## src/rtl/bmx_pkg.sv

```systemverilog
package bmx_pkg;

  typedef enum logic [1:0] {
    BOP_TEST = 2'b00,
    BOP_CHG  = 2'b01,
    BOP_CLR  = 2'b10,
    BOP_SET  = 2'b11
  } bop_e;

  typedef enum logic [1:0] {
    CLS_NONE    = 2'b00,
    CLS_BIT_IMM = 2'b01,
    CLS_BIT_REG = 2'b10,
    CLS_CMPL    = 2'b11
  } cls_e;

  typedef enum logic [1:0] {
    SZ_B   = 2'b00,
    SZ_W   = 2'b01,
    SZ_L   = 2'b10,
    SZ_BAD = 2'b11
  } sz_e;

  typedef struct packed {
    logic x;
    logic n;
    logic z;
    logic v;
    logic c;
  } ccr_t;

  // Base cycle costs
  localparam int unsigned BIT_IMM_REG_CYC = 10;
  localparam int unsigned BIT_REG_REG_CYC = 6;
  localparam int unsigned BIT_IMM_MEM_CYC = 8;
  localparam int unsigned BIT_REG_MEM_CYC = 4;
  localparam int unsigned CMPL_BW_REG_CYC = 4;
  localparam int unsigned CMPL_L_REG_CYC  = 8;
  localparam int unsigned CMPL_BW_MEM_CYC = 8;
  localparam int unsigned CMPL_L_MEM_CYC  = 12;

endpackage

```

## src/rtl/bmx_decode.sv

```systemverilog
module bmx_decode
  import bmx_pkg::*;
(
  input  logic [15:0] opcode,
  output cls_e        cls,
  output bop_e        bop,
  output sz_e         sz,
  output logic        reg_tgt,
  output logic        illegal
);

  always_comb begin
    bop     = bop_e'(opcode[7:6]);
    sz      = sz_e'(opcode[7:6]);
    reg_tgt = (opcode[5:3] == 3'b000);
    casez (opcode)
      16'b0000_1000_????_????: cls = CLS_BIT_IMM;
      16'b0000_???1_????_????: cls = CLS_BIT_REG;
      16'b0100_0110_????_????: cls = CLS_CMPL;
      default:                 cls = CLS_NONE;
    endcase
    illegal = (cls == CLS_NONE) || ((cls == CLS_CMPL) && (sz == SZ_BAD));
  end

endmodule

```

## src/rtl/bmx_bitop.sv

```systemverilog
module bmx_bitop
  import bmx_pkg::*;
#(
  parameter int unsigned DATA_W = 32,
  parameter int unsigned CYC_W  = 8
) (
  input  bop_e              bop,
  input  logic              imm_form,
  input  logic              reg_tgt,
  input  logic [DATA_W-1:0] bitnum,
  input  logic [DATA_W-1:0] dreg,
  input  logic [7:0]        mem_byte,
  input  logic [CYC_W-1:0]  ea_cyc,
  input  ccr_t              flags_in,
  output logic [DATA_W-1:0] result,
  output logic              we,
  output ccr_t              flags,
  output logic [CYC_W-1:0]  cycles
);

  localparam int unsigned IDX_W = $clog2(DATA_W);

  logic [IDX_W-1:0]  idx;
  logic [DATA_W-1:0] opnd;
  logic [DATA_W-1:0] mask;
  logic              was_zero;

  // Operand and bit-index selection by target kind
  always_comb begin
    if (reg_tgt) begin
      idx  = IDX_W'(bitnum % DATA_W);
      opnd = dreg;
    end else begin
      idx  = IDX_W'(bitnum % 8);
      opnd = DATA_W'(mem_byte);
    end
    mask     = DATA_W'(1) << idx;
    was_zero = ((opnd & mask) == '0);
  end

  // Operation
  always_comb begin
    result = opnd;
    we     = 1'b0;
    case (bop)
      BOP_TEST: begin result = opnd;         we = 1'b0; end
      BOP_CHG:  begin result = opnd ^ mask;  we = 1'b1; end
      BOP_CLR:  begin result = opnd & ~mask; we = 1'b1; end
      BOP_SET:  begin result = opnd | mask;  we = 1'b1; end
      default:  begin result = opnd;         we = 1'b0; end
    endcase
    flags   = flags_in;
    flags.z = was_zero;
  end

  // Cycle cost
  always_comb begin
    if (reg_tgt)
      cycles = imm_form ? CYC_W'(BIT_IMM_REG_CYC) : CYC_W'(BIT_REG_REG_CYC);
    else
      cycles = (imm_form ? CYC_W'(BIT_IMM_MEM_CYC) : CYC_W'(BIT_REG_MEM_CYC)) + ea_cyc;
  end

endmodule

```

## src/rtl/bmx_compl.sv

```systemverilog
module bmx_compl
  import bmx_pkg::*;
#(
  parameter int unsigned DATA_W = 32,
  parameter int unsigned CYC_W  = 8
) (
  input  sz_e               sz,
  input  logic              reg_tgt,
  input  logic [DATA_W-1:0] dreg,
  input  logic [DATA_W-1:0] mem,
  input  logic [CYC_W-1:0]  ea_cyc,
  input  ccr_t              flags_in,
  output logic [DATA_W-1:0] result,
  output ccr_t              flags,
  output logic [CYC_W-1:0]  cycles
);

  localparam int unsigned HALF_W = 16;
  localparam int unsigned BYTE_W = 8;

  logic [DATA_W-1:0] opnd;
  logic [DATA_W-1:0] inv;
  logic              top_bit;
  logic              fld_zero;
  logic              is_long;

  always_comb begin
    opnd    = reg_tgt ? dreg : mem;
    inv     = ~opnd;
    is_long = (sz == SZ_L);
    case (sz)
      SZ_B: begin
        result   = {opnd[DATA_W-1:BYTE_W], inv[BYTE_W-1:0]};
        top_bit  = inv[BYTE_W-1];
        fld_zero = (inv[BYTE_W-1:0] == '0);
      end
      SZ_W: begin
        result   = {opnd[DATA_W-1:HALF_W], inv[HALF_W-1:0]};
        top_bit  = inv[HALF_W-1];
        fld_zero = (inv[HALF_W-1:0] == '0);
      end
      default: begin
        result   = inv;
        top_bit  = inv[DATA_W-1];
        fld_zero = (inv == '0);
      end
    endcase
    flags   = flags_in;
    flags.n = top_bit;
    flags.z = fld_zero;
    flags.v = 1'b0;
    flags.c = 1'b0;
  end

  always_comb begin
    if (reg_tgt)
      cycles = is_long ? CYC_W'(CMPL_L_REG_CYC) : CYC_W'(CMPL_BW_REG_CYC);
    else
      cycles = (is_long ? CYC_W'(CMPL_L_MEM_CYC) : CYC_W'(CMPL_BW_MEM_CYC)) + ea_cyc;
  end

endmodule

```

## src/rtl/bmx_exec_unit.sv

```systemverilog
module bmx_exec_unit
  import bmx_pkg::*;
#(
  parameter int unsigned DATA_W = 32,
  parameter int unsigned EXT_W  = 16,
  parameter int unsigned CYC_W  = 8
) (
  input  logic              clk,
  input  logic              rst_n,
  input  logic              in_valid,
  input  logic [15:0]       opcode,
  input  logic [EXT_W-1:0]  ext_word,
  input  logic [DATA_W-1:0] bitreg_val,
  input  logic [DATA_W-1:0] dreg_val,
  input  logic [DATA_W-1:0] mem_val,
  input  logic [CYC_W-1:0]  ea_cycles,
  input  logic [4:0]        flags_in,
  output logic              out_valid,
  output logic [DATA_W-1:0] result,
  output logic              wr_en,
  output logic [4:0]        flags_out,
  output logic [CYC_W-1:0]  cycles,
  output logic              illegal
);

  // Reset: asserted asynchronously, released on the clock
  logic rst_meta_n, rst_sync_n;
  always_ff @(posedge clk or negedge rst_n) begin
    if (!rst_n) begin
      rst_meta_n <= 1'b0;
      rst_sync_n <= 1'b0;
    end else begin
      rst_meta_n <= 1'b1;
      rst_sync_n <= rst_meta_n;
    end
  end

  // Decode
  cls_e dec_cls;
  bop_e dec_bop;
  sz_e  dec_sz;
  logic dec_reg_tgt;
  logic dec_illegal;

  bmx_decode u_decode (
    .opcode  (opcode),
    .cls     (dec_cls),
    .bop     (dec_bop),
    .sz      (dec_sz),
    .reg_tgt (dec_reg_tgt),
    .illegal (dec_illegal)
  );

  logic              is_imm, is_bit, is_cmpl;
  logic [DATA_W-1:0] bit_num;
  ccr_t              ccr_in;

  assign is_imm  = (dec_cls == CLS_BIT_IMM);
  assign is_bit  = (dec_cls == CLS_BIT_IMM) || (dec_cls == CLS_BIT_REG);
  assign is_cmpl = (dec_cls == CLS_CMPL);
  assign bit_num = is_imm ? DATA_W'(ext_word) : bitreg_val;
  assign ccr_in  = ccr_t'(flags_in);

  // Bit operations
  logic [DATA_W-1:0] b_result;
  logic              b_we;
  ccr_t              b_flags;
  logic [CYC_W-1:0]  b_cycles;

  bmx_bitop #(.DATA_W(DATA_W), .CYC_W(CYC_W)) u_bitop (
    .bop      (dec_bop),
    .imm_form (is_imm),
    .reg_tgt  (dec_reg_tgt),
    .bitnum   (bit_num),
    .dreg     (dreg_val),
    .mem_byte (mem_val[7:0]),
    .ea_cyc   (ea_cycles),
    .flags_in (ccr_in),
    .result   (b_result),
    .we       (b_we),
    .flags    (b_flags),
    .cycles   (b_cycles)
  );

  // Complement
  logic [DATA_W-1:0] c_result;
  ccr_t              c_flags;
  logic [CYC_W-1:0]  c_cycles;

  bmx_compl #(.DATA_W(DATA_W), .CYC_W(CYC_W)) u_compl (
    .sz       (dec_sz),
    .reg_tgt  (dec_reg_tgt),
    .dreg     (dreg_val),
    .mem      (mem_val),
    .ea_cyc   (ea_cycles),
    .flags_in (ccr_in),
    .result   (c_result),
    .flags    (c_flags),
    .cycles   (c_cycles)
  );

  // Next-state selection
  logic [DATA_W-1:0] nxt_result;
  logic              nxt_we;
  ccr_t              nxt_flags;
  logic [CYC_W-1:0]  nxt_cycles;

  always_comb begin
    nxt_result = '0;
    nxt_we     = 1'b0;
    nxt_flags  = ccr_in;
    nxt_cycles = '0;
    if (!dec_illegal) begin
      if (is_bit) begin
        nxt_result = b_result;
        nxt_we     = b_we;
        nxt_flags  = b_flags;
        nxt_cycles = b_cycles;
      end else if (is_cmpl) begin
        nxt_result = c_result;
        nxt_we     = 1'b1;
        nxt_flags  = c_flags;
        nxt_cycles = c_cycles;
      end
    end
  end

  // Output registers
  logic              valid_q, we_q, ill_q;
  logic [DATA_W-1:0] result_q;
  ccr_t              flags_q;
  logic [CYC_W-1:0]  cycles_q;

  always_ff @(posedge clk or negedge rst_sync_n) begin
    if (!rst_sync_n) begin
      valid_q  <= 1'b0;
      we_q     <= 1'b0;
      ill_q    <= 1'b0;
      result_q <= '0;
      flags_q  <= '0;
      cycles_q <= '0;
    end else begin
      valid_q <= in_valid;
      we_q    <= in_valid & nxt_we;
      if (in_valid) begin
        ill_q    <= dec_illegal;
        result_q <= nxt_result;
        flags_q  <= nxt_flags;
        cycles_q <= nxt_cycles;
      end
    end
  end

  assign out_valid = valid_q;
  assign wr_en     = we_q;
  assign illegal   = ill_q;
  assign result    = result_q;
  assign flags_out = flags_q;
  assign cycles    = cycles_q;

  // Assertions
  a_r11_valid_follows: assert property (@(posedge clk) disable iff (!rst_sync_n)
    in_valid |=> out_valid);

  a_r11_valid_drops: assert property (@(posedge clk) disable iff (!rst_sync_n)
    !in_valid |=> !out_valid);

  a_r11_we_needs_valid: assert property (@(posedge clk) disable iff (!rst_sync_n)
    wr_en |-> out_valid);

  a_r10_illegal_no_write: assert property (@(posedge clk) disable iff (!rst_sync_n)
    (in_valid && dec_illegal) |=> (illegal && !wr_en && flags_out == $past(flags_in)));

  a_r5_test_no_write: assert property (@(posedge clk) disable iff (!rst_sync_n)
    (in_valid && is_bit && dec_bop == BOP_TEST) |=> !wr_en);

  a_r4_bit_keeps_xnvc: assert property (@(posedge clk) disable iff (!rst_sync_n)
    (in_valid && is_bit) |=>
      (flags_out[4:3] == $past(flags_in[4:3]) && flags_out[1:0] == $past(flags_in[1:0])));

  a_r8_compl_clears_vc: assert property (@(posedge clk) disable iff (!rst_sync_n)
    (in_valid && is_cmpl && !dec_illegal) |=>
      (flags_out[1:0] == 2'b00 && flags_out[4] == $past(flags_in[4]) && wr_en));

endmodule

```

## config.mk

```make
export PLATFORM = sky130hd
export DESIGN_NAME = bmx_exec_unit
export DESIGN_NICKNAME = d
export VERILOG_FILES = /design/src/rtl/bmx_pkg.sv /design/src/rtl/bmx_decode.sv /design/src/rtl/bmx_bitop.sv /design/src/rtl/bmx_compl.sv /design/src/rtl/bmx_exec_unit.sv
export SDC_FILE = /design/constraint.sdc
export NUM_CORES = 1
export LEC_CHECK = 0
export ABC_AREA = 1
export CAP_MARGIN = 10
export CORE_ASPECT_RATIO = 1.75
export CORE_MARGIN = 2
export CORE_UTILIZATION = 52
export CTS_CLUSTER_DIAMETER = 40
export DETAILED_ROUTE_END_ITERATION = 10
export GPL_TIMING_DRIVEN = 1
export PLACE_DENSITY = 0.88
export SYNTH_ARGS = -nofsm -noshare
export SYNTH_HDL_FRONTEND = slang
export SYNTH_SLANG_ARGS = --single-unit
```

## constraint.sdc

```tcl
create_clock -name clk -period 4.3 [get_ports clk]
set_input_delay 0.86 -clock clk [delete_from_list [all_inputs] [get_ports clk]]
set_output_delay 0.86 -clock clk [all_outputs]
set_load 0.01 [all_outputs]
```

==> impl_metrics.ini <==
[pwr]
power_leakage_nw = 4.10
p_total_mw = 1.35
irDropWorstVdd_mv = 0.189
pwr_density_cell_nw_per_um2 = 167

[finish]
utilization_pct = 70.7
area_growth_pct = 34.0
stdcell_area_sq_um = 8100
final_common_cell = nand2_1
fin_cells = 1186
final_nets = 1298
drive_gt1_share_pct = 8.94
mostFrequentLayoutCells = nand2_1, clkdlybuf4s50_1, inv_1, ha_1, nor2_1
antenna_cells = 0

[synth]
synth_edf_count = 0
synth_top_area_share_pct = 21.3
ys_ff_latch = 50
synthDistinctLibCells = 49
ys_seq_area_share_pct = 20.7
yosysWarnings = 0
yosys-top-cells-area = ha_1, dfrtp_1, nand2_1
syn-cell-area_sq_um = 6040
ys.flop_type = dfrtp_1
synthArstFlopShare_pct = 100
avgSynthCellArea_sq_um = 6.87
synth_top_cell_by_area = ha_1
syn_inst = 880
synth.net_count = 1128

[sta]
fmax_ghz = 0.244
drv_slew = 0
worst_pin_slew_ns = 0.657
holdWs_ns = 0.178
rsz0062_at_grt = false
setup_viol = 0
tns_ns = 0
relSlewSlack_pct = 56.1
finalClockSkew_ns = 0.00618
setup_ws_ns = 0.197
fin_crit_sh_pct = 95.4
hold_viol_final = 0
fin_crit_ns = 4.10

[drt]
drtPass1Iterations = 5
num_vias = 6766
drtIter0Drc = 537
drt_wl_total_mm = 19.4
via_per_inst = 5.70
wl_per_cell_um = 16.4
drc = 0
ant_nets = 0

[die]
die_height_um = 147
die_x_um = 85.5
ios = 192
start_util_pct = 52.8
core_area_sq_um = 11500
rows = 52
die_area_sq_um = 12500

[clock_network]
cts_buffer_depth = 2
cts_buffers = 5
worstSkewPairLatency_ns = 0.31
cts.clk_slew.worst_paths_ns = 0.08
cts_max_level = 2
cts_tree = built
numClockSinks = 50
root_buffer = clkbuf_16

[worst_setup_path]
worst-path-max-fanout = 8
start_kind = primary input
crit_chain = clkdlybuf4s50_1 -> nand2_1 -> nor3_1 -> nand4_1 -> inv_1 -> a21oi_1 -> inv_1 -> ha_2 -> nand2_1 -> o21ai_0 -> buf_4 -> nand2_1 -> nor2_1 -> buf_4 -> nand2_1 -> nor2_1 -> inv_1 -> ha_1 -> o221ai_1 -> nand3_1 -> o31ai_1 -> a21oi_1 -> o21ai_0
cp_common_cell = nand2_1
endpoint_kind = register
critPathKind = in2reg
critPathMaxStageDelay_ns = 0.49
path_delay_family = buffers and inverters
required_ns = 4.53
worstPathArrival_ns = 4.33
worst_path_max_delay_cell = clkdlybuf4s50_1
critPathBufInv = 6

[placed_design]
hpwlAfterDp_mm = 14.9
place_congestion = 0.922
place_area_sq_um = 7900
portBuffers = 150
dpl.cell_count = 1177
pre_cts_slack_ns = -0.204

[global_routing]
antenna_found_initial = 0
grt-ovfl-total = 0
grt_pass1_vias = 6826
grt_max_degree = 49
track_usage_pct = 30.9
grt_pass1_wl_mm = 31.4

[min_path]
min_path_type = reg2async

[outcome]
status = completed

[run]
maxCapViolCount = 0
==> cell usage after synthesis (5+ instances only) <==
cell type	n
o22ai_1	14
nand2_1	216
inv_1	102
buf_6	5
ha_1	103
a21oi_1	38
nand3_1	41
nor4_1	6
nor2_2	6
a211oi_1	9
o221ai_1	16
o211ai_1	5
o21ai_0	48
dfrtp_1	50
buf_2	13
inv_2	9
clkbuf_1	19
nor2_1	91
xor2_1	9
o31ai_1	24
==> cell families after synthesis <==
family | Yosys count | share of synthesized area (%)
buf+inv | 155 | 10.6
flops | 50 | 20.7
fa+ha+maj | 104 | 21.7
compound gates | 181 | 19.5
simple gates | 379 | 25.9
xor+xnor | 10 | 1.45
other cells | 1 | 0.0621
==> layer usage <==
layer | track usage, % | routed length (um) | vias up
met4 | 19.0 | 995 | 0
met5 | 0 | 0 | -
met3 | 3.56 | 1280 | 76
met1 | 34.8 | 7220 | 3122
met2 | 54.4 | 9900 | 325
li1 | - | - | 3243
==> state kept, by name, summed over array words and instances (netlist names) <==
register and flops:
cycles 8, flags_out 5, illegal 1, out_valid 1
result 32, rst_meta_n 1, rst_sync_n 1, wr_en 1
==> final timing paths <==
path / start / to / slack, ns / depth (start not counted)
setup / recovery: opcode[14] / result[15]$_DFFE_PN0P_ / 0.20 / 23
hold / removal: rst_sync_n$_DFF_PN0_ / result[27]$_DFFE_PN0P_ / 0.18 / 0
setup reg to reg: result[8]$_DFFE_PN0P_ / result[8]$_DFFE_PN0P_ / 3.57 / 1
hold reg to reg: rst_sync_n$_DFF_PN0_ / result[27]$_DFFE_PN0P_ / 0.18 / 0
max in group asynchronous: rst_n / rst_sync_n$_DFF_PN0_ / 3.46 / 1
min in group clk: rst_meta_n$_DFF_PN0_ / rst_sync_n$_DFF_PN0_ / 0.36 / 0
==> what timing repair did <==
item                       in CTS  in global routing
resized for setup               0                  3
setup endpoints to repair       0                 10
setup buffers                   0                  0
hold buffers                    0                  0
==> area by class of cell <==
class                      count  area [sq um]
tap                          135           169
multi-input combinational    675          4160
clock buffer                   6           129
fill                         941          3350
timing repair buffer         204          1920
clock inverter                 2          37.5
sequential                    50          1250
inverter                     114           428
==> report_power, final <==
part	switching (mW)	internal (mW)
clock	0.204	0.276
sequential	0.00580	0.477
combinational	0.211	0.182
(Power assumes the default switching activity.)
